===== src/rtl/railseq_pkg.sv =====
package railseq_pkg;
  localparam int CH_COUNT    = 2;
  localparam int STAGE_COUNT = 4;
  localparam int STAGE_ID_W  = $clog2(STAGE_COUNT);

  // Bring-up order is behaviour: index 0 runs first.
  typedef enum logic [STAGE_ID_W-1:0] {
    STG_TRIM    = 2'd0,
    STG_BANDGAP = 2'd1,
    STG_REFS    = 2'd2,
    STG_FILTER  = 2'd3
  } stage_t;

  typedef enum logic [1:0] {
    SEQ_OFF   = 2'd0,
    SEQ_LOCK  = 2'd1,
    SEQ_STAGE = 2'd2,
    SEQ_RUN   = 2'd3
  } seqMode_t;

  typedef struct packed {
    logic tmrClr;   // restart stage wait timer
    logic tmrInc;   // another cycle spent waiting in the same stage
    logic runNext;  // controller will be in the running state next cycle
  } seqStrobe_t;
endpackage


===== src/rtl/railseq_ctrl.sv =====
module railseq_ctrl
  import railseq_pkg::*;
#(
  parameter int STAGE_TIMEOUT = 64
) (
  input  logic                  clk,
  input  logic                  rstN,
  input  logic [CH_COUNT-1:0]   chEn,
  input  logic                  supplyOk,
  input  logic                  stageDone,
  input  logic                  tmrExpired,
  output seqStrobe_t            strobe,
  output logic                  stageReq,
  output logic [STAGE_ID_W-1:0] stageId,
  output logic                  shutdown
);
  localparam logic [STAGE_ID_W-1:0] LAST_STAGE = STAGE_ID_W'(STG_FILTER);

  seqMode_t              mode, modeNext;
  logic [STAGE_ID_W-1:0] idx, idxNext;
  logic                  anyEn;

  assign anyEn = |chEn;

  always_comb begin
    modeNext = mode;
    idxNext  = idx;
    unique case (mode)
      SEQ_OFF: begin
        if (anyEn) modeNext = SEQ_LOCK;
      end
      SEQ_LOCK: begin
        if (!anyEn) begin
          modeNext = SEQ_OFF;
        end else if (supplyOk) begin
          modeNext = SEQ_STAGE;
          idxNext  = STAGE_ID_W'(STG_TRIM);
        end
      end
      SEQ_STAGE: begin
        if (!anyEn) begin
          modeNext = SEQ_OFF;
        end else if (!supplyOk) begin
          modeNext = SEQ_LOCK;
        end else if (stageDone) begin
          if (idx == LAST_STAGE) modeNext = SEQ_RUN;
          else                   idxNext  = idx + 1'b1;
        end else if (tmrExpired) begin
          modeNext = SEQ_LOCK;
        end
      end
      SEQ_RUN: begin
        if (!anyEn)         modeNext = SEQ_OFF;
        else if (!supplyOk) modeNext = SEQ_LOCK;
      end
      default: modeNext = SEQ_OFF;
    endcase
  end

  always_ff @(posedge clk or negedge rstN) begin
    if (!rstN) begin
      mode <= SEQ_OFF;
      idx  <= '0;
    end else begin
      mode <= modeNext;
      idx  <= idxNext;
    end
  end

  always_comb begin
    strobe.tmrInc  = (mode == SEQ_STAGE) && (modeNext == SEQ_STAGE) && (idxNext == idx);
    strobe.tmrClr  = !strobe.tmrInc;
    strobe.runNext = (modeNext == SEQ_RUN);
  end

  assign stageReq = (mode == SEQ_STAGE);
  assign stageId  = idx;
  assign shutdown = (mode == SEQ_OFF);
endmodule


===== src/rtl/railseq_dp.sv =====
module railseq_dp
  import railseq_pkg::*;
#(
  parameter int STAGE_TIMEOUT = 64
) (
  input  logic                clk,
  input  logic                rstN,
  input  seqStrobe_t          strobe,
  input  logic [CH_COUNT-1:0] chEn,
  input  logic [CH_COUNT-1:0] atTarget,
  output logic                tmrExpired,
  output logic [CH_COUNT-1:0] rampEn
);
  localparam int TMR_W = (STAGE_TIMEOUT > 2) ? $clog2(STAGE_TIMEOUT) : 1;
  localparam logic [TMR_W-1:0] TMR_LAST = TMR_W'(STAGE_TIMEOUT - 1);

  logic [TMR_W-1:0] tmr;

  always_ff @(posedge clk or negedge rstN) begin
    if (!rstN)              tmr <= '0;
    else if (strobe.tmrClr) tmr <= '0;
    else if (strobe.tmrInc) tmr <= tmr + 1'b1;
  end

  assign tmrExpired = (tmr == TMR_LAST);

  for (genvar c = 0; c < CH_COUNT; c++) begin : g_ch
    logic rampNext;
    if (c == 0) begin : g_lead
      assign rampNext = strobe.runNext && chEn[c];
    end else begin : g_follow
      // Follower ramps when already ramping, the leader is off, or the leader settled.
      assign rampNext = strobe.runNext && chEn[c] &&
                        (rampEn[c] || !chEn[0] || atTarget[0]);
    end
    always_ff @(posedge clk or negedge rstN) begin
      if (!rstN) rampEn[c] <= 1'b0;
      else       rampEn[c] <= rampNext;
    end
  end
endmodule


===== src/rtl/dual_rail_sequencer.sv =====
module dual_rail_sequencer
  import railseq_pkg::*;
#(
  parameter int STAGE_TIMEOUT = 64
) (
  input  logic       clk,
  input  logic       rstN,
  input  logic [1:0] chEn,
  input  logic       supplyOk,
  input  logic       stageDone,
  input  logic [1:0] atTarget,
  output logic       stageReq,
  output logic [1:0] stageId,
  output logic [1:0] rampEn,
  output logic       shutdown
);
  seqStrobe_t strobe;
  logic       tmrExpired;

  railseq_ctrl #(.STAGE_TIMEOUT(STAGE_TIMEOUT)) u_ctrl (
    .clk        (clk),
    .rstN       (rstN),
    .chEn       (chEn),
    .supplyOk   (supplyOk),
    .stageDone  (stageDone),
    .tmrExpired (tmrExpired),
    .strobe     (strobe),
    .stageReq   (stageReq),
    .stageId    (stageId),
    .shutdown   (shutdown)
  );

  railseq_dp #(.STAGE_TIMEOUT(STAGE_TIMEOUT)) u_dp (
    .clk        (clk),
    .rstN       (rstN),
    .strobe     (strobe),
    .chEn       (chEn),
    .atTarget   (atTarget),
    .tmrExpired (tmrExpired),
    .rampEn     (rampEn)
  );
endmodule


===== config.mk =====
export PLATFORM = sky130hd
export DESIGN_NAME = dual_rail_sequencer
export DESIGN_NICKNAME = d
export VERILOG_FILES = /design/src/rtl/railseq_pkg.sv /design/src/rtl/railseq_ctrl.sv /design/src/rtl/railseq_dp.sv /design/src/rtl/dual_rail_sequencer.sv
export SDC_FILE = /design/constraint.sdc
export NUM_CORES = 1
export LEC_CHECK = 0
export BUFFER_PORTS_ARGS = -buffer_cell sky130_fd_sc_hd__buf_2
export CORE_MARGIN = 2
export CORE_UTILIZATION = 40
export CTS_CLUSTER_DIAMETER = 120
export CTS_CLUSTER_SIZE = 20
export DETAILED_ROUTE_END_ITERATION = 8
export HOLD_SLACK_MARGIN = 0.02
export SETUP_SLACK_MARGIN = 0.1
export SLEW_MARGIN = 20
export SYNTH_ARGS = -nofsm -noshare
export SYNTH_HDL_FRONTEND = slang
export SYNTH_SLANG_ARGS = --single-unit
export TNS_END_PERCENT = 50

===== constraint.sdc =====
create_clock -name clk -period 2.3 [get_ports clk]
set_clock_uncertainty 0.15 [all_clocks]
set_input_delay 0.345 -clock clk [delete_from_list [all_inputs] [get_ports clk]]
set_output_delay 0.345 -clock clk [all_outputs]
set_load 0.05 [all_outputs]

* Word level (Yosys, flattened, before mapping)
Index checks and enable logic that the tools add are counted.
** Word-level totals
- Flip-flop bits (word level) :: 12
- Bits of input ports :: 8
- Word-level logic and storage cells :: 44
** Operators by class
- Add/sub/neg operators :: 2
- Eq/ne operators :: 8
- Mux-type cells :: 19
- Reduce and logical (&&, ||, !) cells :: 10
** Operator list (number)
- $mux 2 :: 16
- $eq 2x2->1 const B :: 5
- $pmux 2 s4 :: 1
- $add 6x1->6 const B :: 1
- $eq 6x6->1 const B :: 1
- $mux 6 :: 1
- $logic_and 1x1->1 :: 5
- $pmux 2 s2 :: 1
- $add 2x1->2 const B :: 1
- $eq 2x1->1 const B :: 1
- $eq 2x2->1 :: 1
- $logic_not 2->1 :: 1
- $logic_or 1x1->1 :: 2
- $reduce_or 2->1 :: 1
- $logic_not 1->1 :: 1

* Longest topological paths before layout
Gate-level depths: netlist of run 1.
- Word-level depth :: 10
- Gate-level depth with buffers :: 7
- Gate-level depth less buffers :: 7

* Cells and area by module
Synthesis of run 1 repeated with hierarchy kept, for this count alone.
** Unflattened totals
- Cell total of the unflattened synthesis :: 82
- Area total of the unflattened synthesis :: 737.0 um^2
** Modules (own cells, without submodules)
- railseq_ctrl :: instances 1, cells each 48, area an instance 386.6 um^2, sequential area each 100.1 um^2
- railseq_dp :: instances 1, cells each 34, area an instance 350.3 um^2, sequential area each 200.2 um^2

* Least setup slack after synthesis of run 1
OpenSTA, ideal clock, no wires.
- Path kind :: reg2reg
- Start point :: register u_ctrl.mode[0]
- End point :: register u_dp.tmr[2]
- Arrival :: 1.801 ns
- Data required time :: 2.048 ns
- Path slack :: 0.248 ns
- Cell stages (with the launch flop) :: 8
- Buffers on the path :: 0
- Period minus slack after synthesis :: 2.052 ns
- Cell sequence :: dfrtp_1 > inv_1 > ha_1 > a21oi_1 > a211oi_2 > o31a_2 > a21oi_4 > nor4_1
** RTL lines
- from (decl) :: line railseq_ctrl.sv:19 : seqMode_t mode, modeNext;
- from (signal assigned) :: line railseq_ctrl.sv:65 : mode <= modeNext;
- $eq 2x2->1 (*)
- net stageReq :: line dual_rail_sequencer.sv:12 : output logic stageReq,
- $pmux 2 s4 :: line railseq_ctrl.sv:28 : unique case (mode)
- $eq 2x2->1 :: line railseq_ctrl.sv:71 : strobe.tmrInc = (mode == SEQ_STAGE) && (modeNext == SEQ_STAGE) && (idxNext == idx);
- $logic_and 1x1->1 :: line railseq_ctrl.sv:71
- $logic_and 1x1->1 (*) :: line railseq_ctrl.sv:71
- $mux 6 (*) :: line railseq_dp.sv:21 : else if (strobe.tmrClr) tmr <= '0;
- to (signal assigned) :: line railseq_dp.sv:22 : else if (strobe.tmrInc) tmr <= tmr + 1'b1;
- to (decl) :: line railseq_dp.sv:17 : logic [TMR_W-1:0] tmr;
The timed path passes the listed nets; every way through them passes the cells marked *.

* Worst setup path after layout of run 1
- Start point :: register u_ctrl.mode[1]
- End point :: output shutdown
** Between the ends
- Word-level cells in the longest chain between the ends :: 1
** Ends and longest elaborated chain
- $logic_not 2->1 :: line railseq_ctrl.sv:78 : assign shutdown = (mode == SEQ_OFF);
- to (decl) :: line dual_rail_sequencer.sv:15 : output logic shutdown
No other way between the ends.

==> flow_metrics.py, run 1 <==
metrics = {
    "layout": {
        "layout.nets": 103,
        "n_antenna_cell": 0,
        "area_growth_pct": 19.0,
        "regArea_um2": 300,
        "drive_above_1_share_pct": 25.8,
        "fillCellCount": 170,
        "multi_input_area_um2": 408,
        "utilization_pct": 50.4,
    },
    "die": {
        "fp-row-count": 15,
        "die-area_um2": 2160,
        "fp.dieH_um": 46.5,
        "die_x_um": 46.5,
        "core_um2": 1710,
        "io_pins": 14,
        "initial_core_util_pct": 42.3,
    },
    "worst_setup_path": {
        "critPathLaunchType": "flip-flop",
        "r2r_cells": 7,
        "crit_path_end_kind": "output port",
        "path_class": "flip-flop to output port",
        "regToRegSetupSlack_ns": 0.39,
        "path_max_fanout": 7,
        "critPathArrivalTime_ns": 1.47,
        "r2r_start": "u_ctrl.mode[0]",
        "r2r_end": "u_dp.tmr[5]",
        "crit_start": "u_ctrl.mode[1]",
        "cp.required_ns": 1.80,
    },
    "synth": {
        "synth-edff-count": 0,
        "synthTopCellsByArea": "dfrtp_1, ha_1, nand2_1",
        "synth.yosys.seq_area_share_pct": 41.5,
        "syn-num-nets": 85,
        "yosysWarnings": 0,
        "synthMuxAreaShare_pct": 0,
        "ys_types": 28,
        "synth-simple-area-share_pct": 27.3,
        "ys_ff_latch": 12,
        "yosys.area_share.adder_pct": 8.65,
        "synth_compound_area_share_pct": 15.6,
        "synthFlopType": "dfrtp_1",
        "synth_top_area_share_pct": 41.5,
        "synthCells": 72,
        "syn_area_um2": 723,
        "synth_top_family_by_area": "simple AND/OR/NAND/NOR gates",
        "synth_xor_area_share_pct": 4.84,
        "post-synth-top-area-cell": "dfrtp_1",
        "synth.avg_cell_area_um2": 10.0,
        "async_flop_share_pct": 100,
    },
    "sta": {
        "post-route-min-period_ns": 1.97,
        "timing.fmax_ghz": 0.509,
        "setup_viol": 0,
        "fin_crit_sh_pct": 85.5,
        "rsz0062_at_grt": "no",
        "slew_violations": 0,
        "tns_ns": 0,
        "hold_viol_final": 0,
        "layout_setup_ws_ns": 0.334,
        "worstMarginPinSlew_ns": 0.377,
        "max_slew_margin_pct": 74.7,
    },
    "power_and_ir_drop": {
        "finalPower_mw": 0.896,
        "swShare_pct": 47.8,
        "comb_power_share_pct": 49.6,
        "ir_drop_mv": 0.448,
        "intPower_mw": 0.468,
        "p_per_area_nw_per_um2": 1040,
        "p_leak_nw": 0.383,
        "power_frac_clock_pct": 20.0,
        "p_sw_mw": 0.428,
        "p_seq_share_pct": 30.4,
    },
    "status": {
        "status": "complete, no violations",
    },
    "min_path": {
        "worstHoldPathCells": 2,
        "min_to": "u_dp.rampEn[1]",
        "min_from": "chEn[1]",
        "hp-class": "input pin to flip-flop",
    },
    "route": {
        "met2_length_um": 675,
        "vias_per_cell": 5.12,
        "drt_wl_total_um": 1470,
        "drc": 0,
        "dr.pass1.iters": 3,
        "routedWlPerCell_um": 12.9,
        "antenna_left": 0,
        "met1_length_um": 695,
        "dr_wl_met3_um": 59,
        "dr_total_vias": 584,
        "top_layer_used": "met4",
        "drtIter0Drc": 5,
    },
    "placed_design": {
        "port_buffers": 12,
        "place_congestion": 0.774,
        "dp.final_hpwl_um": 1040,
        "pre_cts_ws_ns": 0.368,
    },
    "global_routing": {
        "overflow": 0,
        "antenna_found_initial": 0,
        "grt_usage_pct": 16.8,
        "grt_pass1_vias": 574,
        "grt_max_degree": 13,
        "grt_pass1_wl_um": 2490,
    },
    "clock_tree": {
        "clk_latency_ns": 0.28,
        "htreeDepth": 1,
        "cts_buffers": 3,
        "cts_setup_buffers": 0,
        "cts.sinks": 12,
        "cts_tree": "built",
        "clk_pin_slew_ns": 0.09,
        "clock_path_buffers": 2,
        "clockRootBuffer": "clkbuf_4",
    },
    "run": {
        "maxCapViolations": 0,
    },
}
power by group through the flow:
| stage | clock [mW] | sequential [mW] | combinational [mW] |
|---|---|---|---|
| 6_report | 0.180 | 0.272 | 0.444 |
| 5_1_grt | 0.193 | 0.280 | 0.491 |
| 4_1_cts | 0.189 | 0.273 | 0.451 |
| 3_5_place_dp | 0 | 0.278 | 0.446 |
| 3_3_place_gp | 0 | 0.278 | 0.440 |
| 2_1_floorplan | 0 | 0.315 | 0.312 |
worst max path at each step:
stage,endpoint,cells past startpoint
CTS,shutdown,3
global route,u_dp.tmr[2],6
floorplan,u_dp.tmr[2],7
finish,shutdown,3
detailed placement,u_dp.tmr[0],7
global placement,u_dp.tmr[5],7
through the flow:
| stage | hold WS [ns] | std cells | cell area, um^2 |
|---|---|---|---|
| global placement | 0.0952 | 109 | 815 |
| CTS | 0.212 | 114 | 861 |
| global route | 0.225 | 114 | 861 |
| detailed placement | 0.0955 | 109 | 815 |
| floorplan | -0.101 | 72 | 723 |
| finish | 0.230 | 114 | 861 |
timing repair:
item | in CTS | in global routing
hold endpoints to repair | 12 | 0
hold buffers | 1 | 0
resized for setup | 0 | 0
sequential cells by signal, indices dropped and copies added, names as in the netlist:
register and flops:
u_ctrl.mode 2, u_ctrl.stageId 2, u_dp.rampEn 2, u_dp.tmr 6
routing by layer:
layer / GRT usage (%) / vias up
met2: 25.3 / 12
met4: 11.4 / 0
met3: 2.35 / 4
met5: 0 / -
met1: 21.9 / 272
li1: - / 296
area by class of cell:
| cell class | instances | area share, % |
|---|---|---|
| multi-input combinational | 56 | 47.4 |
| sequential | 12 | 34.9 |
| tap | 25 | 3.63 |
| clock buffer | 4 | 4.22 |
| timing repair buffer | 13 | 8.14 |
| inverter | 4 | 1.74 |
worst max-delay path, stage by stage (launching register included):
cell and delay [ns]:
dfrtp_1 0.45, inv_1 0.13, ha_1 0.30, buf_2 0.31
cell usage after synthesis (all sizes together) (2+ instances only):
cell type,number
dfrtp,12
nand2,9
nor2,6
ha,5
nor4,5
a21oi,4
inv,4
nand3,4
o21ai,4
nand2b,2
nor3,2
xnor2,2
xor2,2
cells by family (layout without fill, tap and decap cells):
kind of cell,count (synthesis),after routing
flip-flops,12,12
AND/OR/NAND/NOR,34,34
AO/OA/AOI/OAI,13,13
XOR/XNOR,4,4
buffers and inverters,4,21
adder cells (fa/ha/maj),5,5
cells in the final DEF (no fill, tap or decap), drive strengths merged, types with 2 or more instances in the layout:
cell type / count
o21ai: 4
nand2b: 2
nor4: 5
xnor2: 2
nor2: 6
nand3: 4
buf: 12
ha: 5
inv: 4
clkbuf: 4
nand2: 9
xor2: 2
a21oi: 4
dfrtp: 12
nor3: 2
Note: power is estimated with default switching activity, not from simulation.
==> inputs of run 2 (changes only) <==
--- a/config.mk
+++ b/config.mk
@@ -6,12 +6,14 @@
 export NUM_CORES = 1
 export LEC_CHECK = 0
 export BUFFER_PORTS_ARGS = -buffer_cell sky130_fd_sc_hd__buf_2
-export CORE_MARGIN = 2
+export CELL_PAD_IN_SITES_DETAIL_PLACEMENT = 1
+export CELL_PAD_IN_SITES_GLOBAL_PLACEMENT = 1
 export CORE_UTILIZATION = 40
 export CTS_CLUSTER_DIAMETER = 120
 export CTS_CLUSTER_SIZE = 20
 export DETAILED_ROUTE_END_ITERATION = 8
 export HOLD_SLACK_MARGIN = 0.02
+export PLACE_DENSITY_LB_ADDON = 0.1
 export SETUP_SLACK_MARGIN = 0.1
 export SLEW_MARGIN = 20
 export SYNTH_ARGS = -nofsm -noshare
==> run 2 against run 1 <==
  * Setup slack lost 0.067 ns
  * Register-to-register slack lost 0.09 ns
  * Cell area unchanged
  * Hold slack better by 0.0061 ns
  * Critical endpoint unchanged
  * Combinational power grew 4%
  * Non-clock buffer count did not move
  * Count of clock-buffer cells in the layout did not move
  * Sequential share of layout area stayed put
  * Die area down 8.4%
  * Critical path type unchanged
==> flow_metrics.py, run 2 (synthesized netlist as in run 1, its figures left out) <==
metrics = {
    "status": {
        "status": "complete, no violations",
    },
    "sta": {
        "setup_viol": 0,
        "rsz0062_at_grt": "no",
        "worstMarginPinSlew_ns": 0.453,
        "layout_setup_ws_ns": 0.267,
        "timing.fmax_ghz": 0.492,
        "max_slew_margin_pct": 69.6,
        "hold_viol_final": 0,
        "tns_ns": 0,
        "fin_crit_sh_pct": 88.4,
        "slew_violations": 0,
        "post-route-min-period_ns": 2.03,
    },
    "global_routing": {
        "overflow": 0,
        "grt_pass1_vias": 601,
        "grt_max_degree": 13,
        "grt_pass1_wl_um": 2680,
        "grt_usage_pct": 18.8,
        "antenna_found_initial": 0,
    },
    "route": {
        "antenna_left": 0,
        "routedWlPerCell_um": 13.8,
        "drt_wl_total_um": 1570,
        "drtIter0Drc": 4,
        "dr_total_vias": 590,
        "drc": 0,
        "vias_per_cell": 5.18,
        "dr.pass1.iters": 3,
    },
    "placed_design": {
        "port_buffers": 12,
        "place_congestion": 0.680,
        "dp.final_hpwl_um": 1160,
        "pre_cts_ws_ns": 0.293,
    },
    "layout": {
        "regArea_um2": 300,
        "layout_common_cells": "buf_2, dfrtp_1, nand2_1",
        "multi_input_area_um2": 408,
        "layout.nets": 103,
        "area_growth_pct": 19.0,
        "n_antenna_cell": 0,
        "drive_above_1_share_pct": 25.8,
        "fillCellCount": 208,
        "largest_reg_flops": 6,
        "regMostFlops": "u_dp.tmr",
    },
    "power_and_ir_drop": {
        "p_per_area_nw_per_um2": 1050,
        "ir_drop_mv": 0.513,
        "p_leak_nw": 0.383,
        "p_sw_mw": 0.434,
        "swShare_pct": 48.1,
        "p_seq_share_pct": 30.3,
        "intPower_mw": 0.468,
        "power_frac_clock_pct": 18.6,
        "comb_power_share_pct": 51.0,
    },
    "die": {
        "die-area_um2": 1980,
        "die_x_um": 44.5,
        "initial_core_util_pct": 42.3,
        "fp-row-count": 15,
        "io_pins": 14,
        "fp.dieH_um": 44.5,
        "core_um2": 1710,
    },
    "worst_setup_path": {
        "critPathLaunchType": "flip-flop",
        "critPathArrivalTime_ns": 1.54,
        "cp.required_ns": 1.80,
        "crit_path_end_kind": "output port",
        "path_max_fanout": 7,
        "path_class": "flip-flop to output port",
    },
    "clock_tree": {
        "htreeDepth": 1,
        "clock_path_buffers": 2,
        "cts_setup_buffers": 0,
        "clk_pin_slew_ns": 0.07,
        "clockRootBuffer": "clkbuf_4",
        "cts.sinks": 12,
        "clk_latency_ns": 0.28,
        "cts_tree": "built",
        "cts_buffers": 3,
    },
    "min_path": {
        "hp-class": "input pin to flip-flop",
    },
    "run": {
        "maxCapViolations": 0,
    },
}
==> run 2: power groups by stage <==
stage	registers, mW	logic, mW	clock network (mW)
finish	0.274	0.460	0.168
global route	0.278	0.499	0.182
CTS	0.273	0.460	0.174
detailed placement	0.278	0.458	0
global placement	0.279	0.447	0
floorplan	0.315	0.312	0
==> run 2: layout make-up <==
| cell class | count | share of cell area (%) |
|---|---|---|
| timing repair buffer | 13 | 8.14 |
| tap | 25 | 3.63 |
| multi-input combinational | 56 | 47.4 |
| inverter | 4 | 1.74 |
| sequential | 12 | 34.9 |
| clock buffer | 4 | 4.22 |
==> run 2: per-layer routing <==
layer	wire length [um]	global-route usage [%]	share of wire, %	up-vias
met2	741	29.4	47	12
met1	751	25.6	48	282
met4	12	3.64	0.76	0
met5	0	0	0	-
li1	-	-	-	294
met3	67	6.12	4.3	2
==> run 2: worst max-delay path: stages (launching register included) <==
cell	delay [ns]
dfrtp_1	0.45
inv_1	0.14
ha_1	0.34
buf_2	0.33
==> run 2: per-stage QoR <==
stage	hold WS (ns)	cells	utilization (%)	power (mW)	cell area, um^2
6_report	0.236	114	50.4	0.902	861
5_1_grt	0.258	114	50.4	0.959	861
4_1_cts	0.233	114	50.4	0.908	861
3_5_place_dp	0.0902	109	47.7	0.736	815
3_3_place_gp	0.0850	109	47.7	0.726	815
2_1_floorplan	-0.101	72	-	0.627	723
==> run 2: final timing paths <==
path,slack (ns),endpoint,cells past startpoint,from
worst min-delay path,0.24,u_dp.rampEn[1],2,chEn[1]
max in group asynchronous,1.48,u_ctrl.mode[1],2,rstN
worst max register to register,0.30,u_dp.tmr[2],6,u_ctrl.mode[1]
min in group asynchronous,0.31,u_dp.tmr[3],2,rstN
worst max-delay path,0.27,shutdown,3,u_ctrl.mode[1]
worst min register to register,0.33,u_dp.tmr[0],1,u_dp.tmr[0]
==> run 2: timing repair <==
item | CTS | global route
resized for setup | 0 | 0
hold buffers | 1 | 0
endpoints found under the hold margin | 12 | 0
==> inputs of run 3 (changes only) <==
--- a/config.mk
+++ b/config.mk
@@ -5,10 +5,11 @@
 export SDC_FILE = /design/constraint.sdc
 export NUM_CORES = 1
 export LEC_CHECK = 0
+export ABC_AREA = 1
 export BUFFER_PORTS_ARGS = -buffer_cell sky130_fd_sc_hd__buf_2
 export CELL_PAD_IN_SITES_DETAIL_PLACEMENT = 1
 export CELL_PAD_IN_SITES_GLOBAL_PLACEMENT = 1
-export CORE_UTILIZATION = 40
+export CORE_UTILIZATION = 39
 export CTS_CLUSTER_DIAMETER = 120
 export CTS_CLUSTER_SIZE = 20
 export DETAILED_ROUTE_END_ITERATION = 8
==> run 3 against run 2 <==
  * Highest routed layer unchanged
  * Hold slack worse by 0.050 ns
  * Critical endpoint is now u_dp.tmr[4]
  * Global-route usage is 1.1 points lower
  * Critical path depth is 8 higher
  * Cell area is 10% higher
  * Register-to-register slack better by 0.03 ns
  * First-iteration DRC count is 25% higher
  * Core utilization is 1.9 points lower
==> flow_metrics.py, run 3 <==
metrics = {
    "worst_setup_path": {
        "critPathLaunchType": "flip-flop",
        "r2r_start": "u_ctrl.mode[0]",
        "cp.required_ns": 2.35,
        "crit_start": "u_ctrl.mode[0]",
        "critPathArrivalTime_ns": 2.02,
        "r2r_cells": 11,
        "path_class": "flip-flop to flip-flop",
        "crit_path_end_kind": "flip-flop",
        "path_max_fanout": 6,
    },
    "global_routing": {
        "grt_pass1_vias": 666,
        "grt_max_degree": 13,
        "antenna_found_initial": 0,
        "grt_usage_pct": 17.7,
        "grt_pass1_wl_um": 2730,
        "overflow": 0,
    },
    "clock_tree": {
        "cts.sinks": 12,
        "clk_latency_ns": 0.27,
        "cts_buffers": 3,
        "htreeDepth": 1,
        "clock_path_buffers": 2,
        "clockRootBuffer": "clkbuf_4",
        "cts_tree": "built",
        "clk_pin_slew_ns": 0.08,
    },
    "layout": {
        "final_area_um2": 951,
        "multi_input_area_um2": 439,
        "regMostFlops": "u_dp.tmr",
        "area_growth_pct": 17.3,
        "n_antenna_cell": 0,
        "drive_above_1_share_pct": 30.3,
        "final_common_cell": "nand2_1",
        "largest_reg_flops": 6,
        "layout.nets": 136,
        "layout_common_cells": "nand2_1, inv_1, buf_2, dfrtp_1, nor2_2",
        "regArea_um2": 300,
        "final_cells": 149,
        "fillCellCount": 275,
        "utilization_pct": 48.5,
    },
    "synth": {
        "synth-edff-count": 0,
        "synth.avg_cell_area_um2": 7.72,
        "synthCells": 105,
        "syn_area_um2": 811,
        "post-synth-top-area-cell": "dfrtp_1",
        "synth.yosys.seq_area_share_pct": 37.0,
        "ys_ff_latch": 12,
        "synthTopCellsByArea": "dfrtp_1, nand2_1, ha_1",
        "yosysWarnings": 0,
        "ys_types": 22,
        "synthFlopType": "dfrtp_1",
        "syn-num-nets": 118,
        "synth.top_cells.by_count": "nand2_1, inv_1, dfrtp_1",
        "synth_top_area_share_pct": 37.0,
        "async_flop_share_pct": 100,
        "yosysMostFrequentCell": "nand2_1",
    },
    "min_path": {
        "worstHoldPathCells": 3,
        "hp-class": "input pin to flip-flop",
        "min_from": "chEn[1]",
    },
    "status": {
        "status": "complete, no violations",
    },
    "sta": {
        "fin_crit_sh_pct": 85.8,
        "setup_viol": 0,
        "timing.fmax_ghz": 0.507,
        "max_slew_margin_pct": 75.7,
        "post-route-min-period_ns": 1.97,
        "worstMarginPinSlew_ns": 0.361,
        "slew_violations": 0,
        "hold_viol_final": 0,
        "rsz0062_at_grt": "no",
        "tns_ns": 0,
    },
    "placed_design": {
        "placed_area_um2": 905,
        "port_buffers": 12,
        "dp.final_hpwl_um": 1410,
        "place_congestion": 0.773,
        "dp_cells": 144,
    },
    "route": {
        "vias_per_cell": 4.53,
        "drtIter0Drc": 5,
        "drt_wl_total_um": 1690,
        "drc": 0,
        "routedWlPerCell_um": 11.4,
        "dr.pass1.iters": 3,
        "antenna_left": 0,
        "dr_total_vias": 675,
    },
    "die": {
        "initial_core_util_pct": 41.3,
        "fp.dieH_um": 47.6,
        "die_x_um": 47.6,
        "fp-row-count": 16,
        "die-area_um2": 2270,
        "io_pins": 14,
        "core_um2": 1960,
    },
    "run": {
        "maxCapViolations": 0,
    },
    "power_and_ir_drop": {
        "p_per_area_nw_per_um2": 1090,
        "p_leak_nw": 0.494,
        "ir_drop_mv": 0.572,
    },
}
## run 3: where the power goes
part	switching, mW	total [mW]	internal, mW
Clock	0.0667	0.163	0.0961
Sequential	0.0316	0.279	0.247
Combinational	0.423	0.599	0.176
## run 3: what timing repair did
item | CTS | global route
endpoints found under the setup margin | 0 | 0
hold buffers | 1 | 0
hold endpoints to repair | 12 | 0
buffers inserted | 0 | 0
gates resized for setup | 0 | 0
## run 3: worst paths after layout
path / endpoint / slack [ns]
min in group asynchronous: u_dp.tmr[1] / 0.33
min: u_dp.rampEn[1] / 0.19
max reg2reg: u_dp.tmr[4] / 0.33
max: u_dp.tmr[4] / 0.33
max in group asynchronous: u_ctrl.stageId[1] / 1.45
min reg2reg: u_dp.tmr[0] / 0.34
## run 3: final cells by class
cell class	count	share of cell area [%]
flip-flops and latches	12	31.6
well taps	27	3.55
multi-input cells	74	46.2
repair buffers	13	7.37
inverters	19	7.50
clock buffers	4	3.82
## run 3: worst max-delay path, stage by stage, from the launching register on
cell and delay, ns:
dfrtp_1 0.38, clkinv_1 0.16, ha_1 0.31, inv_1 0.10, nand2_1 0.06, nand2_1 0.07, nand2_2 0.06, nor2_4 0.12
nand2_2 0.07, a21oi_2 0.17, nand3_4 0.15, nor2_2 0.10
## run 3: kinds of logic after synthesis
kind of cell | after synthesis | share of synthesized area [%]
simple gates | 56 | 33.6
flops | 12 | 37.0
compound gates | 9 | 8.49
buf+inv | 19 | 8.80
fa+ha+maj | 5 | 7.72
xor+xnor | 4 | 4.32
## run 3: stage by stage
step                hold WS (ns)  setup WS, ns  power, mW
floorplan                 -0.101         0.319      0.768
global placement          0.0804         0.345      0.875
detailed placement        0.0828         0.321      0.891
CTS                        0.185         0.302       1.06
global route               0.182         0.117       1.13
finish                     0.186         0.327       1.04
## run 3: layer usage
layer | track usage, % | wire (um)
met4 | 8.33 | 28
met2 | 29.9 | 865
met5 | 0 | 0
met3 | 1.13 | 21
met1 | 23.1 | 778
